File: config.mk
export PLATFORM = sky130hd
export DESIGN_NAME = fm_xprod_disc
export DESIGN_NICKNAME = d
export VERILOG_FILES = /design/src/rtl/fm_xprod_pkg.sv /design/src/rtl/xp_prev_hold.sv /design/src/rtl/xp_cross_mul.sv /design/src/rtl/xp_scale_sat.sv /design/src/rtl/fm_xprod_disc.sv
export SDC_FILE = /design/constraint.sdc
export NUM_CORES = 1
export LEC_CHECK = 0
export ABC_AREA = 1
export BUFFER_PORTS_ARGS = -buffer_cell sky130_fd_sc_hd__buf_4
export CAP_MARGIN = 20
export CORE_ASPECT_RATIO = 1.4
export CORE_UTILIZATION = 35
export CTS_BUF_LIST = sky130_fd_sc_hd__clkbuf_2 sky130_fd_sc_hd__clkbuf_4 sky130_fd_sc_hd__clkbuf_8
export DETAILED_ROUTE_END_ITERATION = 7
export PLACE_DENSITY = 0.55
export SETUP_SLACK_MARGIN = 0.4
export SLEW_MARGIN = 20
export SYNTH_ARGS = -nofsm -noshare
export SYNTH_HDL_FRONTEND = slang
export SYNTH_HIERARCHICAL = 1
export SYNTH_SLANG_ARGS = --single-unit
File: constraint.sdc
create_clock -name clk -period 7.3 [get_ports clk]
set_input_delay 1.825 -clock clk [delete_from_list [all_inputs] [get_ports clk]]
set_output_delay 1.825 -clock clk [all_outputs]
set_load 0.05 [all_outputs]
File: src/rtl/fm_xprod_pkg.sv
package fm_xprod_pkg;

  // Result of the clip decision in the scaling stage.
  typedef enum logic [1:0] {
    CLIP_NONE = 2'd0,
    CLIP_HI   = 2'd1,
    CLIP_LO   = 2'd2
  } clip_e;

endpackage

File: src/rtl/xp_prev_hold.sv
module xp_prev_hold #(
  parameter int DW = 12
) (
  input  logic                 clk,
  input  logic                 rst,
  input  logic                 ld,
  input  logic signed [DW-1:0] cur_i,
  input  logic signed [DW-1:0] cur_q,
  output logic signed [DW-1:0] prev_i,
  output logic signed [DW-1:0] prev_q
);

  always_ff @(posedge clk) begin
    if (rst) begin
      prev_i <= '0;
      prev_q <= '0;
    end else if (ld) begin
      prev_i <= cur_i;
      prev_q <= cur_q;
    end
  end

  // stored vector must not move without a strobe
  p_prev_hold_r3: assert property (@(posedge clk) disable iff (rst)
    !ld |=> ($stable(prev_i) && $stable(prev_q)));

  // a strobed sample becomes the stored vector
  p_prev_load_r3: assert property (@(posedge clk) disable iff (rst)
    ld |=> (prev_i == $past(cur_i) && prev_q == $past(cur_q)));

endmodule

File: src/rtl/xp_cross_mul.sv
module xp_cross_mul #(
  parameter int DW = 12,
  localparam int PW = 2 * DW
) (
  input  logic                 clk,
  input  logic                 rst,
  input  logic                 en,
  input  logic signed [DW-1:0] cur_i,
  input  logic signed [DW-1:0] cur_q,
  input  logic signed [DW-1:0] prev_i,
  input  logic signed [DW-1:0] prev_q,
  output logic signed [PW-1:0] prod_a,
  output logic signed [PW-1:0] prod_b,
  output logic                 vld
);

  always_ff @(posedge clk) begin
    if (rst) begin
      prod_a <= '0;
      prod_b <= '0;
      vld    <= 1'b0;
    end else begin
      vld <= en;
      if (en) begin
        prod_a <= cur_i * prev_q;
        prod_b <= prev_i * cur_q;
      end
    end
  end

  // first pipeline stage follows the input strobe by one edge
  p_stage1_lat_r4: assert property (@(posedge clk) disable iff (rst)
    en |=> vld);

  p_stage1_idle_r4: assert property (@(posedge clk) disable iff (rst)
    !en |=> !vld);

endmodule

File: src/rtl/xp_scale_sat.sv
module xp_scale_sat
  import fm_xprod_pkg::*;
#(
  parameter int PW  = 24,
  parameter int OW  = 16,
  parameter int SHW = 4,
  localparam int DFW = PW + 1
) (
  input  logic                  clk,
  input  logic                  rst,
  input  logic                  en,
  input  logic signed [PW-1:0]  prod_a,
  input  logic signed [PW-1:0]  prod_b,
  input  logic        [SHW-1:0] shamt,
  output logic                  out_vld,
  output logic signed [OW-1:0]  out_val
);

  logic signed [DFW-1:0] diff;
  logic signed [DFW-1:0] shifted;
  logic signed [OW-1:0]  clipped;
  clip_e                 clip_st;

  always_comb begin
    diff    = DFW'(prod_a) - DFW'(prod_b);
    shifted = diff >>> shamt;
  end

  generate
    if (OW >= DFW) begin : g_wide
      // Output wide enough for any difference: no clipping needed.
      always_comb begin
        clip_st = CLIP_NONE;
        clipped = OW'(shifted);
      end
    end else begin : g_clip
      localparam logic signed [DFW-1:0] MAXV = DFW'((longint'(1) <<< (OW - 1)) - 1);
      localparam logic signed [DFW-1:0] MINV = DFW'(-(longint'(1) <<< (OW - 1)));
      always_comb begin
        if (shifted > MAXV)      clip_st = CLIP_HI;
        else if (shifted < MINV) clip_st = CLIP_LO;
        else                     clip_st = CLIP_NONE;
        case (clip_st)
          CLIP_HI: clipped = {1'b0, {(OW-1){1'b1}}};
          CLIP_LO: clipped = {1'b1, {(OW-1){1'b0}}};
          default: clipped = shifted[OW-1:0];
        endcase
      end
    end
  endgenerate

  always_ff @(posedge clk) begin
    if (rst) begin
      out_vld <= 1'b0;
      out_val <= '0;
    end else begin
      out_vld <= en;
      if (en) out_val <= clipped;
    end
  end

  // output strobe follows stage-one strobe by one edge
  p_out_lat_r4: assert property (@(posedge clk) disable iff (rst)
    en |=> out_vld);

  p_out_idle_r4: assert property (@(posedge clk) disable iff (rst)
    !en |=> !out_vld);

  // result held between strobes
  p_out_hold_r7: assert property (@(posedge clk) disable iff (rst)
    !en |=> $stable(out_val));

endmodule

File: src/rtl/fm_xprod_disc.sv
module fm_xprod_disc #(
  parameter int DW  = 12,
  parameter int OW  = 16,
  parameter int SHW = 4,
  localparam int PW = 2 * DW
) (
  input  logic                  clk,
  input  logic                  rst,
  input  logic                  smp_valid,
  input  logic signed [DW-1:0]  smp_i,
  input  logic signed [DW-1:0]  smp_q,
  input  logic        [SHW-1:0] scale_sh,
  output logic                  disc_valid,
  output logic signed [OW-1:0]  disc_out
);

  logic signed [DW-1:0] prev_i;
  logic signed [DW-1:0] prev_q;
  logic signed [PW-1:0] prod_a;
  logic signed [PW-1:0] prod_b;
  logic                 s1_vld;

  xp_prev_hold #(.DW(DW)) u_hold (
    .clk    (clk),
    .rst    (rst),
    .ld     (smp_valid),
    .cur_i  (smp_i),
    .cur_q  (smp_q),
    .prev_i (prev_i),
    .prev_q (prev_q)
  );

  xp_cross_mul #(.DW(DW)) u_mul (
    .clk    (clk),
    .rst    (rst),
    .en     (smp_valid),
    .cur_i  (smp_i),
    .cur_q  (smp_q),
    .prev_i (prev_i),
    .prev_q (prev_q),
    .prod_a (prod_a),
    .prod_b (prod_b),
    .vld    (s1_vld)
  );

  xp_scale_sat #(.PW(PW), .OW(OW), .SHW(SHW)) u_scale (
    .clk     (clk),
    .rst     (rst),
    .en      (s1_vld),
    .prod_a  (prod_a),
    .prod_b  (prod_b),
    .shamt   (scale_sh),
    .out_vld (disc_valid),
    .out_val (disc_out)
  );

  // the first sample after reset sees a zero stored vector, so both products are zero
  p_first_zero_r2: assert property (@(posedge clk)
    ($past(rst) && !rst && smp_valid) |=> (prod_a == '0 && prod_b == '0));

endmodule

==> results.ini <==
[run_status]
outcome = finished clean

[floorplanning]
initial_core_util_pct = 35.4
die_y_um = 274
io_pins = 48
die_w_um = 196
coreArea_um2 = 52100
rows = 99
die_area_um2 = 53700

[sta]
clock_skew_ns = 0.0285
timing.final.crit_share_pct = 86.5
holdWs_ns = 0.481
setup_violations = 0
setup-tns-final_ns = 0
hold_viol = 0
slew_violations = 0
worst_slack_ns = 0.984
max_slew_margin_pct = 37.1
tightest_slew_ns = 0.944
fmax_ghz = 0.158
rsz0062_at_grt = no
fin_crit_ns = 6.32

[finish]
antenna_cells = 0
regArea_um2 = 1800
drive_gt1_share_pct = 6.08
n_fill_cell = 5668
area_growth_pct = 5.84
multiInputGateArea_um2 = 13600
fin_nets = 3142
final_core_util_pct = 37.5

[job]
max-cap-violations = 0

[clock_tree]
cts_max_level = 3
cts.sinks = 90
clk_path_buf_depth = 2
cts.clk_slew.worst_paths_ns = 0.11
clockRootBuffer = clkbuf_8
ctsHoldBuffers = 0
tritoncts = yes
clock_latency_ns = 0.40
numCtsBuffers = 9
cts_resized = 0
cts_setup_buffers = 0

[worst_setup_path]
crit_arrival_ns = 6.61
worstPathRequired_ns = 7.59
r2r_start = u_hold/prev_q[3]
reg2reg_to = u_mul/prod_a[23]
endpoint_kind = flop
cp_max_fo = 13
r2r_cells = 21
setup.worst_path.class = in -> reg
startpoint_type = input port
rrSetupSlack_ns = 1.67

[route]
wl_mm = 46.0
drc = 0
vias = 15600
drt_iter0_markers = 594
routedWlPerCell_um = 13.5
ant_nets = 0
vias_per_cell = 4.56
firstDrtPassIters = 5

[pwr]
worst_ir_drop_vdd_mv = 0.176
report.power.total_mw = 6.95
power_density_nw_per_um2 = 356
cellLeakagePower_nw = 11.4

[min_path]
holdCritStartpoint = u_mul/prod_a[0]
min_path_type = reg -> reg
hold_depth = 2
holdPathEnd = u_mul/prod_a[0]

[yosys]
synth.distinct_cells = 46
syn_area_per_cell_um2 = 6.74
synth_area_um2 = 18500
synth_top_area_share_pct = 30.0
ys_warn_count = 6
synth_fp_nets = 3172
syn_inst = 2738
synth_area_leaders = fa_1, nand2_1, inv_1
yosysTopAreaCell = fa_1
ys_seq_area_share_pct = 9.76
synth-seq-cells = 90

[placed_design]
io_buffers = 47
place_ws_ns = 0.564
place_congestion = 0.849
dp_hpwl_mm = 39.3

[global_route]
grt_max_degree = 98
track_usage_pct = 18.0
antenna_found_initial = 0
grt_pass1_vias = 16500
grt.overflow.total = 0
grt_pass1_wl_mm = 79.0

## registers in the layout (all words and copies together) (netlist names)
register / count
u_hold/prev_i: 12
u_hold/prev_q: 12
u_mul/prod_a: 24
u_mul/prod_b: 24
u_mul/vld: 1
u_scale/out_val: 16
u_scale/out_vld: 1
## cell families after synthesis
group	Yosys count	share of synthesized area, %
and+or+nand+nor	1230	27.9
buffers and inverters	804	16.7
adders and majority gates	403	38.6
AOI/OAI and AO/OA	177	5.44
DFF	90	9.76
xor gates and xnor gates	31	1.47
muxes	3	0.163
## power by group
group	switching, mW	internal (mW)
sequential	0.127	0.602
combinational	3.81	2.02
clock	0.228	0.168
total	4.17	2.79
## per-layer routing
layer  wire (um)  vias to the layer above  global-route usage [%]
li1            -                     7915                       -
met1       19700                     7384                    20.8
met2       24000                      246                    34.8
met3        1230                       60                    1.85
met4        1050                        0                    4.65
met5           0                        -                       0
## critical path, stage by stage
cell     delay [ns]
buf_4          0.16
nand2_1        0.11
inv_1          0.16
fa_1           0.58
fa_1           0.74
inv_1          0.11
fa_1           0.53
inv_1          0.06
fa_1           0.52
inv_1          0.05
fa_1           0.52
inv_1          0.04
ha_1           0.39
nand4_1        0.16
nor2_1         0.16
nand4_1        0.13
inv_1          0.08
nor2_1         0.04
nand2_1        0.05
nand3_1        0.07
nand2_1        0.09
inv_1          0.03
## synthesized netlist by cell type, drive strengths merged
library cell / number
o31ai: 1
o21a: 2
nand3: 154
clkbuf: 68
a21oi: 67
a21o: 4
o21bai: 6
nor2: 246
ha: 126
inv: 712
o22ai: 1
and2: 1
dfxtp: 90
nand2b: 1
mux2i: 3
xor2: 16
a31o: 1
nor3: 5
o21ai: 86
clkinv: 2
fa: 277
buf: 22
a31oi: 5
nand3b: 1
o211ai: 4
or2: 8
nand2: 794
xnor2: 15
nand4: 20
## metrics by stage
stage	cells	area (um2)
6_report	3420	19500
5_1_grt	3420	19500
4_1_cts	3420	19500
3_5_place_dp	3404	19300
3_3_place_gp	3404	19300
2_1_floorplan	2738	18500
## cell usage in the layout, fill, tap and decap left out, types with 4 or more instances in the layout
cell / instances
a21o_1: 4
a21oi_1: 51
a21oi_2: 16
a31oi_1: 5
buf_4: 49
clkbuf_8: 9
dfxtp_1: 90
fa_1: 277
ha_1: 126
inv_1: 701
inv_2: 11
nand2_1: 757
nand2_2: 33
nand2_4: 4
nand3_1: 146
nand3_2: 8
nand4_1: 19
nor2_1: 229
nor2_2: 9
nor2_4: 7
o21ai_0: 75
o21ai_1: 11
o21bai_1: 6
or2_2: 7
xnor2_1: 15
xor2_1: 16
## area by class of cell
type,count,share of cell area (%)
multi-input combinational,1844,69.5
sequential,90,9.22
inverter,714,13.7
clock buffer,9,0.634
timing repair buffer,49,1.88
clock inverter,7,0.487
tap,707,4.53
## worst max-delay path by stage
stage / start / end / slack, ns / depth (start not counted)
2_1_floorplan: smp_i[11] / u_mul/prod_a[21] / 0.81 / 23
3_3_place_gp: smp_i[11] / u_mul/prod_a[23] / 0.58 / 24
3_5_place_dp: smp_i[11] / u_mul/prod_a[21] / 0.56 / 22
4_1_cts: smp_i[11] / u_mul/prod_a[23] / 0.99 / 23
5_1_grt: smp_i[11] / u_mul/prod_a[21] / 0.66 / 22
6_report: smp_i[11] / u_mul/prod_a[23] / 0.98 / 22
Note: power is estimated with default switching activity, not from simulation.
